File: config.mk
export PLATFORM = sky130hd
export DESIGN_NAME = tf_cap_interp
export DESIGN_NICKNAME = d
export VERILOG_FILES = /design/src/rtl/tfi_pkg.sv /design/src/rtl/tfi_floor_div.sv /design/src/rtl/tf_cap_interp.sv
export SDC_FILE = /design/constraint.sdc
export NUM_CORES = 1
export LEC_CHECK = 0
export ABC_CLOCK_PERIOD_IN_PS = 12050
export BUFFER_PORTS_ARGS = -buffer_cell sky130_fd_sc_hd__buf_2
export CAP_MARGIN = 20
export CORE_MARGIN = 1
export CORE_UTILIZATION = 57
export DETAILED_ROUTE_END_ITERATION = 7
export PLACE_DENSITY = 0.76
export SETUP_SLACK_MARGIN = 0.05
export SYNTH_ARGS = -nofsm -noshare
export SYNTH_HDL_FRONTEND = slang
export SYNTH_SLANG_ARGS = --single-unit
File: constraint.sdc
create_clock -name clk -period 12.05 [get_ports clk]
set_input_delay 2.41 -clock clk [delete_from_list [all_inputs] [get_ports clk]]
set_output_delay 2.41 -clock clk [all_outputs]
set_load 0.005 [all_outputs]
File: src/rtl/tfi_pkg.sv
package tfi_pkg;
  typedef enum logic [1:0] {ST_IDLE, ST_ISSUE, ST_WAIT} tfi_state_t;
  typedef enum logic [1:0] {DV_IDLE, DV_RUN, DV_FIX} div_state_t;
endpackage

File: src/rtl/tfi_floor_div.sv
module tfi_floor_div #(
  parameter int NW = 21,
  parameter int DW = 9
) (
  input  logic                 clk,
  input  logic                 rst,
  input  logic                 go,
  input  logic signed [NW-1:0] num,
  input  logic [DW-1:0]        den,
  output logic                 rdy,
  output logic signed [NW-1:0] quo
);
  import tfi_pkg::*;
  localparam int CNTW = $clog2(NW + 1);
  localparam int PW   = NW + DW + 2;

  div_state_t          st;
  logic [NW-1:0]       mag;
  logic [NW-1:0]       qacc;
  logic                neg;
  logic [DW:0]         rem;
  logic [CNTW-1:0]     cnt;
  logic [DW-1:0]       den_q;
  logic signed [NW-1:0] num_q;

  logic [DW:0] rem_sh, rem_nx;
  logic        fits;

  always_comb begin
    rem_sh = {rem[DW-1:0], mag[NW-1]};
    fits   = rem_sh >= {1'b0, den_q};
    rem_nx = fits ? rem_sh - {1'b0, den_q} : rem_sh;
  end

  always_ff @(posedge clk) begin
    if (rst) begin
      st    <= DV_IDLE;
      rdy   <= 1'b0;
      quo   <= '0;
      mag   <= '0;
      qacc  <= '0;
      neg   <= 1'b0;
      rem   <= '0;
      cnt   <= '0;
      den_q <= '0;
      num_q <= '0;
    end else begin
      rdy <= 1'b0;
      case (st)
        DV_IDLE: if (go) begin
          num_q <= num;
          den_q <= den;
          neg   <= num[NW-1];
          mag   <= num[NW-1] ? -num : num;
          rem   <= '0;
          qacc  <= '0;
          cnt   <= CNTW'(NW);
          st    <= DV_RUN;
        end
        DV_RUN: begin
          rem  <= rem_nx;
          qacc <= {qacc[NW-2:0], fits};
          mag  <= {mag[NW-2:0], 1'b0};
          cnt  <= cnt - 1'b1;
          if (cnt == CNTW'(1)) st <= DV_FIX;
        end
        DV_FIX: begin
          quo <= neg ? -$signed(qacc + {{(NW-1){1'b0}}, |rem}) : $signed(qacc);
          rdy <= 1'b1;
          st  <= DV_IDLE;
        end
        default: st <= DV_IDLE;
      endcase
    end
  end

  logic signed [PW-1:0] prod_w, resid_w, den_w;
  always_comb begin
    den_w   = PW'($signed({1'b0, den_q}));
    prod_w  = PW'(quo) * den_w;
    resid_w = PW'(num_q) - prod_w;
  end


  floor_rem_chk: assert property (@(posedge clk) disable iff (rst)
    rdy |-> (resid_w >= 0 && resid_w < den_w));
endmodule

File: src/rtl/tf_cap_interp.sv
module tf_cap_interp #(
  parameter int FW      = 10,
  parameter int CW      = 8,
  parameter int NCAP    = 3,
  parameter int LB_CTR  = 200,
  parameter int LB_STEP = 10,
  parameter int HB_BASE = 470,
  parameter int HB_SPAN = 390,
  localparam int SW     = $clog2(NCAP)
) (
  input  logic               clk,
  input  logic               rst,
  input  logic               start,
  input  logic               band_hi,
  input  logic [FW-1:0]      freq,
  input  logic [NCAP*CW-1:0] cal_vhf,
  input  logic [NCAP*CW-1:0] cal_lo,
  input  logic [NCAP*CW-1:0] cal_hi,
  output logic [CW-1:0]      code,
  output logic               code_vld,
  output logic [SW-1:0]      code_sel,
  output logic               busy,
  output logic               done
);
  import tfi_pkg::*;
  localparam int HB_TOP  = HB_BASE + HB_SPAN;
  localparam int LB_BIAS = LB_STEP / 2;
  localparam int HB_BIAS = HB_SPAN / 2;
  localparam int NW      = CW + FW + 3;
  localparam int XW      = NW + 2;
  localparam int DW      = $clog2(HB_SPAN + 1);
  localparam int CMAX    = (1 << CW) - 1;

  tfi_state_t        st;
  logic              band_q;
  logic [FW-1:0]     freq_q;
  logic [NCAP*CW-1:0] vhf_q, lo_q, hi_q;
  logic [SW-1:0]     idx;
  logic              last_q;

  logic [CW-1:0]        cv, clo, chi;
  logic signed [XW-1:0] f_s, fe_s, dcal_s, lb_num, hb_num, base_s, res_s;
  logic signed [NW-1:0] div_num, quo;
  logic [DW-1:0]        div_den;
  logic                 div_go, div_rdy;
  logic [CW-1:0]        sat;

  always_comb begin
    cv      = vhf_q[idx*CW +: CW];
    clo     = lo_q[idx*CW +: CW];
    chi     = hi_q[idx*CW +: CW];
    f_s     = XW'(freq_q);
    fe_s    = (f_s > XW'(HB_TOP)) ? XW'(HB_TOP) : f_s;
    dcal_s  = XW'(clo) - XW'(chi);
    lb_num  = f_s - XW'(LB_CTR - LB_BIAS);
    hb_num  = dcal_s * (fe_s - XW'(HB_BASE)) + XW'(HB_BIAS);
    div_num = band_q ? hb_num[NW-1:0] : lb_num[NW-1:0];
    div_den = band_q ? DW'(HB_SPAN) : DW'(LB_STEP);
    base_s  = band_q ? XW'(clo) : XW'(cv);
    res_s   = base_s - XW'(quo);
    if (res_s < 0)              sat = '0;
    else if (res_s > XW'(CMAX)) sat = CW'(CMAX);
    else                        sat = res_s[CW-1:0];
    div_go  = (st == ST_ISSUE);
  end

  tfi_floor_div #(.NW(NW), .DW(DW)) u_div (
    .clk(clk), .rst(rst), .go(div_go), .num(div_num), .den(div_den),
    .rdy(div_rdy), .quo(quo)
  );

  always_ff @(posedge clk) begin
    if (rst) begin
      st       <= ST_IDLE;
      band_q   <= 1'b0;
      freq_q   <= '0;
      vhf_q    <= '0;
      lo_q     <= '0;
      hi_q     <= '0;
      idx      <= '0;
      last_q   <= 1'b0;
      code     <= '0;
      code_vld <= 1'b0;
      code_sel <= '0;
      busy     <= 1'b0;
      done     <= 1'b0;
    end else begin
      code_vld <= 1'b0;
      last_q   <= 1'b0;
      done     <= last_q;
      case (st)
        ST_IDLE: if (start) begin
          band_q <= band_hi;
          freq_q <= freq;
          vhf_q  <= cal_vhf;
          lo_q   <= cal_lo;
          hi_q   <= cal_hi;
          idx    <= '0;
          busy   <= 1'b1;
          st     <= ST_ISSUE;
        end
        ST_ISSUE: st <= ST_WAIT;
        ST_WAIT: if (div_rdy) begin
          code     <= sat;
          code_vld <= 1'b1;
          code_sel <= idx;
          if (idx == SW'(NCAP - 1)) begin
            last_q <= 1'b1;
            busy   <= 1'b0;
            st     <= ST_IDLE;
          end else begin
            idx <= idx + 1'b1;
            st  <= ST_ISSUE;
          end
        end
        default: st <= ST_IDLE;
      endcase
    end
  end


  strobe_gap_chk: assert property (@(posedge clk) disable iff (rst)
    code_vld |=> !code_vld);

  sel_range_chk: assert property (@(posedge clk) disable iff (rst)
    code_vld |-> (int'(code_sel) < NCAP));

  done_idle_chk: assert property (@(posedge clk) disable iff (rst)
    done |-> !busy && !code_vld);

  start_ignored_chk: assert property (@(posedge clk) disable iff (rst)
    (busy && start) |=> $stable(freq_q) && $stable(band_q) && $stable(vhf_q));
endmodule

==> results by group <==
Timing
  • Sum of negative setup slack: 0 ns
  • Clock period minus worst slack: 9.879 ns
  • Unrepaired setup endpoints after global routing: no
  • F_max: 101.2 MHz
  • Final setup vio count: 0
  • Final Max Slew Viols: 0
  • Clock skew: 0.01574 ns
  • Max-slew headroom: 0.2566
  • Final Cycle Share: 0.8198
  • Slew @ Worst Pin: 1.115 ns
  • Final hold violations: 0

Clocking
  • Clock buffer count from CTS: 17
  • Resized Gates After CTS: 0
  • Cts-stage hold buffer count: 0
  • Clock Sinks: 186
  • H-tree depth: 4
  • CTS tree: done
  • Clk Latency, worst-skew pair: 0.44 ns
  • Worst-path clk slew: 0.07 ns
  • Clk buf depth: 2
  • Clk root buf: clkbuf_16
  • Setup repair bufs after CTS: 0

Synth
  • Sequential cell area fraction in the yosys report: 0.2592
  • Share of the synthesized area in the top cell type: 0.2592
  • Synth top area cells: dfxtp_1 (26%), fa_1 (13%), nand2_1 (8.1%)
  • Net Count, Synth: 2063
  • Ys async rst share: 0
  • Predominant post-synthesis flop cell: dfxtp_1
  • Yosys reg bits: 186
  • Number of flops mapped to enable cells by yosys: 0
  • Syn Inst Count: 1793
  • Post-synth cell types: 80
  • Post-synth top area cell: dfxtp_1
  • Commonest cells post-synth: nand2_1 (309), dfxtp_1 (186), a21oi_1 (172)
  • Netlist Area Pre-Place: 14360 um2
  • Count leader, synth: nand2_1
  • Avg Cell Area, Syn: 8.011 um2
  • Yosys Warn Count: 0

Worst setup path
  • CP max-delay cell: dfxtp_1
  • WP buf/inv: 1
  • CP most frequent cell: fa_1
  • Delay-heaviest family, CP: adder cells
  • CP peak stage delay: 0.94 ns
  • Critical Path End Type: flop
  • CP Class: flop to flop
  • CP Data Arrival Time: 10.20 ns
  • Startpoint types: flop
  • Worst EP required: 12.37 ns
  • Worst Path Max Fanout: 31

Die
  • Core Region: 24530 um2
  • Ports: 99
  • Starting density of the core: 0.5855
  • Die area: 25840 um2
  • DIE WIDTH: 160.7 um
  • Die Y: 160.7 um
  • FP Rows: 57

Placed design
  • Detailed placer's ending HPWL: 26170 um
  • RD Place Congestion: 0.9321
  • Dpl cells: 2136
  • DP Area: 15020 um2
  • Buffers on Ports: 98

Run
  • Max cap viols: 0

Layout
  • Final Instance Area: 15650 um2
  • Area grow syn2layout: 8.937%
  • # diodes: 0
  • Fin util: 0.6378
  • Layout cell share with drive strength beyond 1: 0.09967
  • Filler cells: 2168
  • Nets: 2103
  • Fin cells: 2170

Drt
  • DR vias/cell: 5.758
  • Starting DRC count in detailed routing: 759
  • Post-route ant nets: 0
  • WL/cell: 16.18 um
  • Drt drc: 0
  • Pre-Repair DR Iteration Count: 5
  • WL final: 35120 um
  • Via count: 12500

Global route
  • Total track usage: 0.2813
  • Global-route wire length before repair: 59170 um
  • Vias in the first global route: 12330
  • Total gr overflow: 0
  • Pin count of the biggest net entering global routing: 111
  • Initial antenna violation count: 1

Status
  • Status: finished clean

Min path
  • Hold Path Class: flop to flop
## worst register-to-register path: cells and delay by family, from the launching register on
family,cells,cell delay (ns)
buf+inv,1,0.05
xor+xnor,2,0.78
simple gates,6,2.12
mux,1,0.39
flops,1,0.94
fa+ha+maj,7,3.24
compound gates,11,2.24
## path summary, 6_finish.rpt
check          start      endpoint  slack, ns  depth (start not counted)
min          code[6]       code[6]       0.45                          2
max reg2reg   idx[1]  u_div.mag[6]       2.17                         28
min reg2reg  code[6]       code[6]       0.45                          2
max           idx[1]  u_div.mag[6]       2.17                         28
## state kept, by name, summed over array words and instances, names as in the netlist, 8 cells and up
register,flops
vhf_q,24
hi_q,24
u_div.rem,10
u_div.quo,21
code,8
u_div.qacc,21
lo_q,24
freq_q,10
u_div.mag,21
## placed cells by master (no fill, tap or decap), types with 5 or more instances in the layout
| cell | synthesis | layout |
|---|---|---|
| a211oi_1 | 25 | 25 |
| a21o_1 | 29 | 29 |
| a21oi_1 | 172 | 172 |
| a221oi_1 | 7 | 7 |
| a31oi_1 | 20 | 20 |
| buf_2 | 5 | 97 |
| buf_4 | 0 | 15 |
| clkbuf_16 | 0 | 17 |
| clkinv_8 | 0 | 5 |
| dfxtp_1 | 186 | 186 |
| fa_1 | 92 | 92 |
| ha_1 | 92 | 92 |
| inv_1 | 150 | 150 |
| mux2_2 | 8 | 8 |
| mux2i_1 | 55 | 55 |
| nand2_1 | 309 | 308 |
| nand2b_1 | 22 | 22 |
| nand3_1 | 13 | 13 |
| nand3b_1 | 6 | 6 |
| nor2_1 | 166 | 165 |
| nor2b_1 | 11 | 10 |
| nor3_1 | 30 | 30 |
| o21a_1 | 8 | 8 |
| o21ai_0 | 73 | 73 |
| o21bai_1 | 10 | 10 |
| o22ai_1 | 5 | 5 |
| or2_2 | 8 | 8 |
| or3_1 | 13 | 13 |
| xnor2_1 | 60 | 60 |
| xor2_1 | 29 | 29 |
## logic make-up (layout without fill, tap and decap cells)
family,count (synthesis),in the layout,synth area share
xor+xnor,90,90,0.05584
flops,186,186,0.2592
simple gates,617,617,0.1884
compound gates,410,410,0.1791
buf+inv,243,296,0.06446
fa+ha+maj,184,184,0.2084
mux,63,63,0.04460
## final cells by class
cell class              instances  area [um2]  share of cell area
multi-input cells            1364        9729              0.6218
flip-flops and latches        186        3724              0.2380
repair buffers                113       613.1             0.03918
inverters                     151       566.8             0.03622
clock buffers                  18       439.2             0.02807
well taps                     324       405.4             0.02591
clock inverters                14       170.2             0.01087
## metal layers
metal | GRT usage | routed length [um]
met1 | 0.3650 | 16020
met2 | 0.4677 | 16150
met3 | 0.04416 | 1776
met4 | 0.1149 | 1158
met5 | 0 | 12
## per-stage QoR
step	hold slack, ns	setup WS, ns
after floorplan	0.4138	3.512
final	0.4540	2.171
after global placement	0.4390	2.481
after global routing	0.4762	1.587
after detailed placement	0.4432	2.263
after CTS	0.4535	2.228
Power is left out: the tool's default activity adds up to more than one toggle a clock period on the data nets, which glitch-free logic cannot reach.
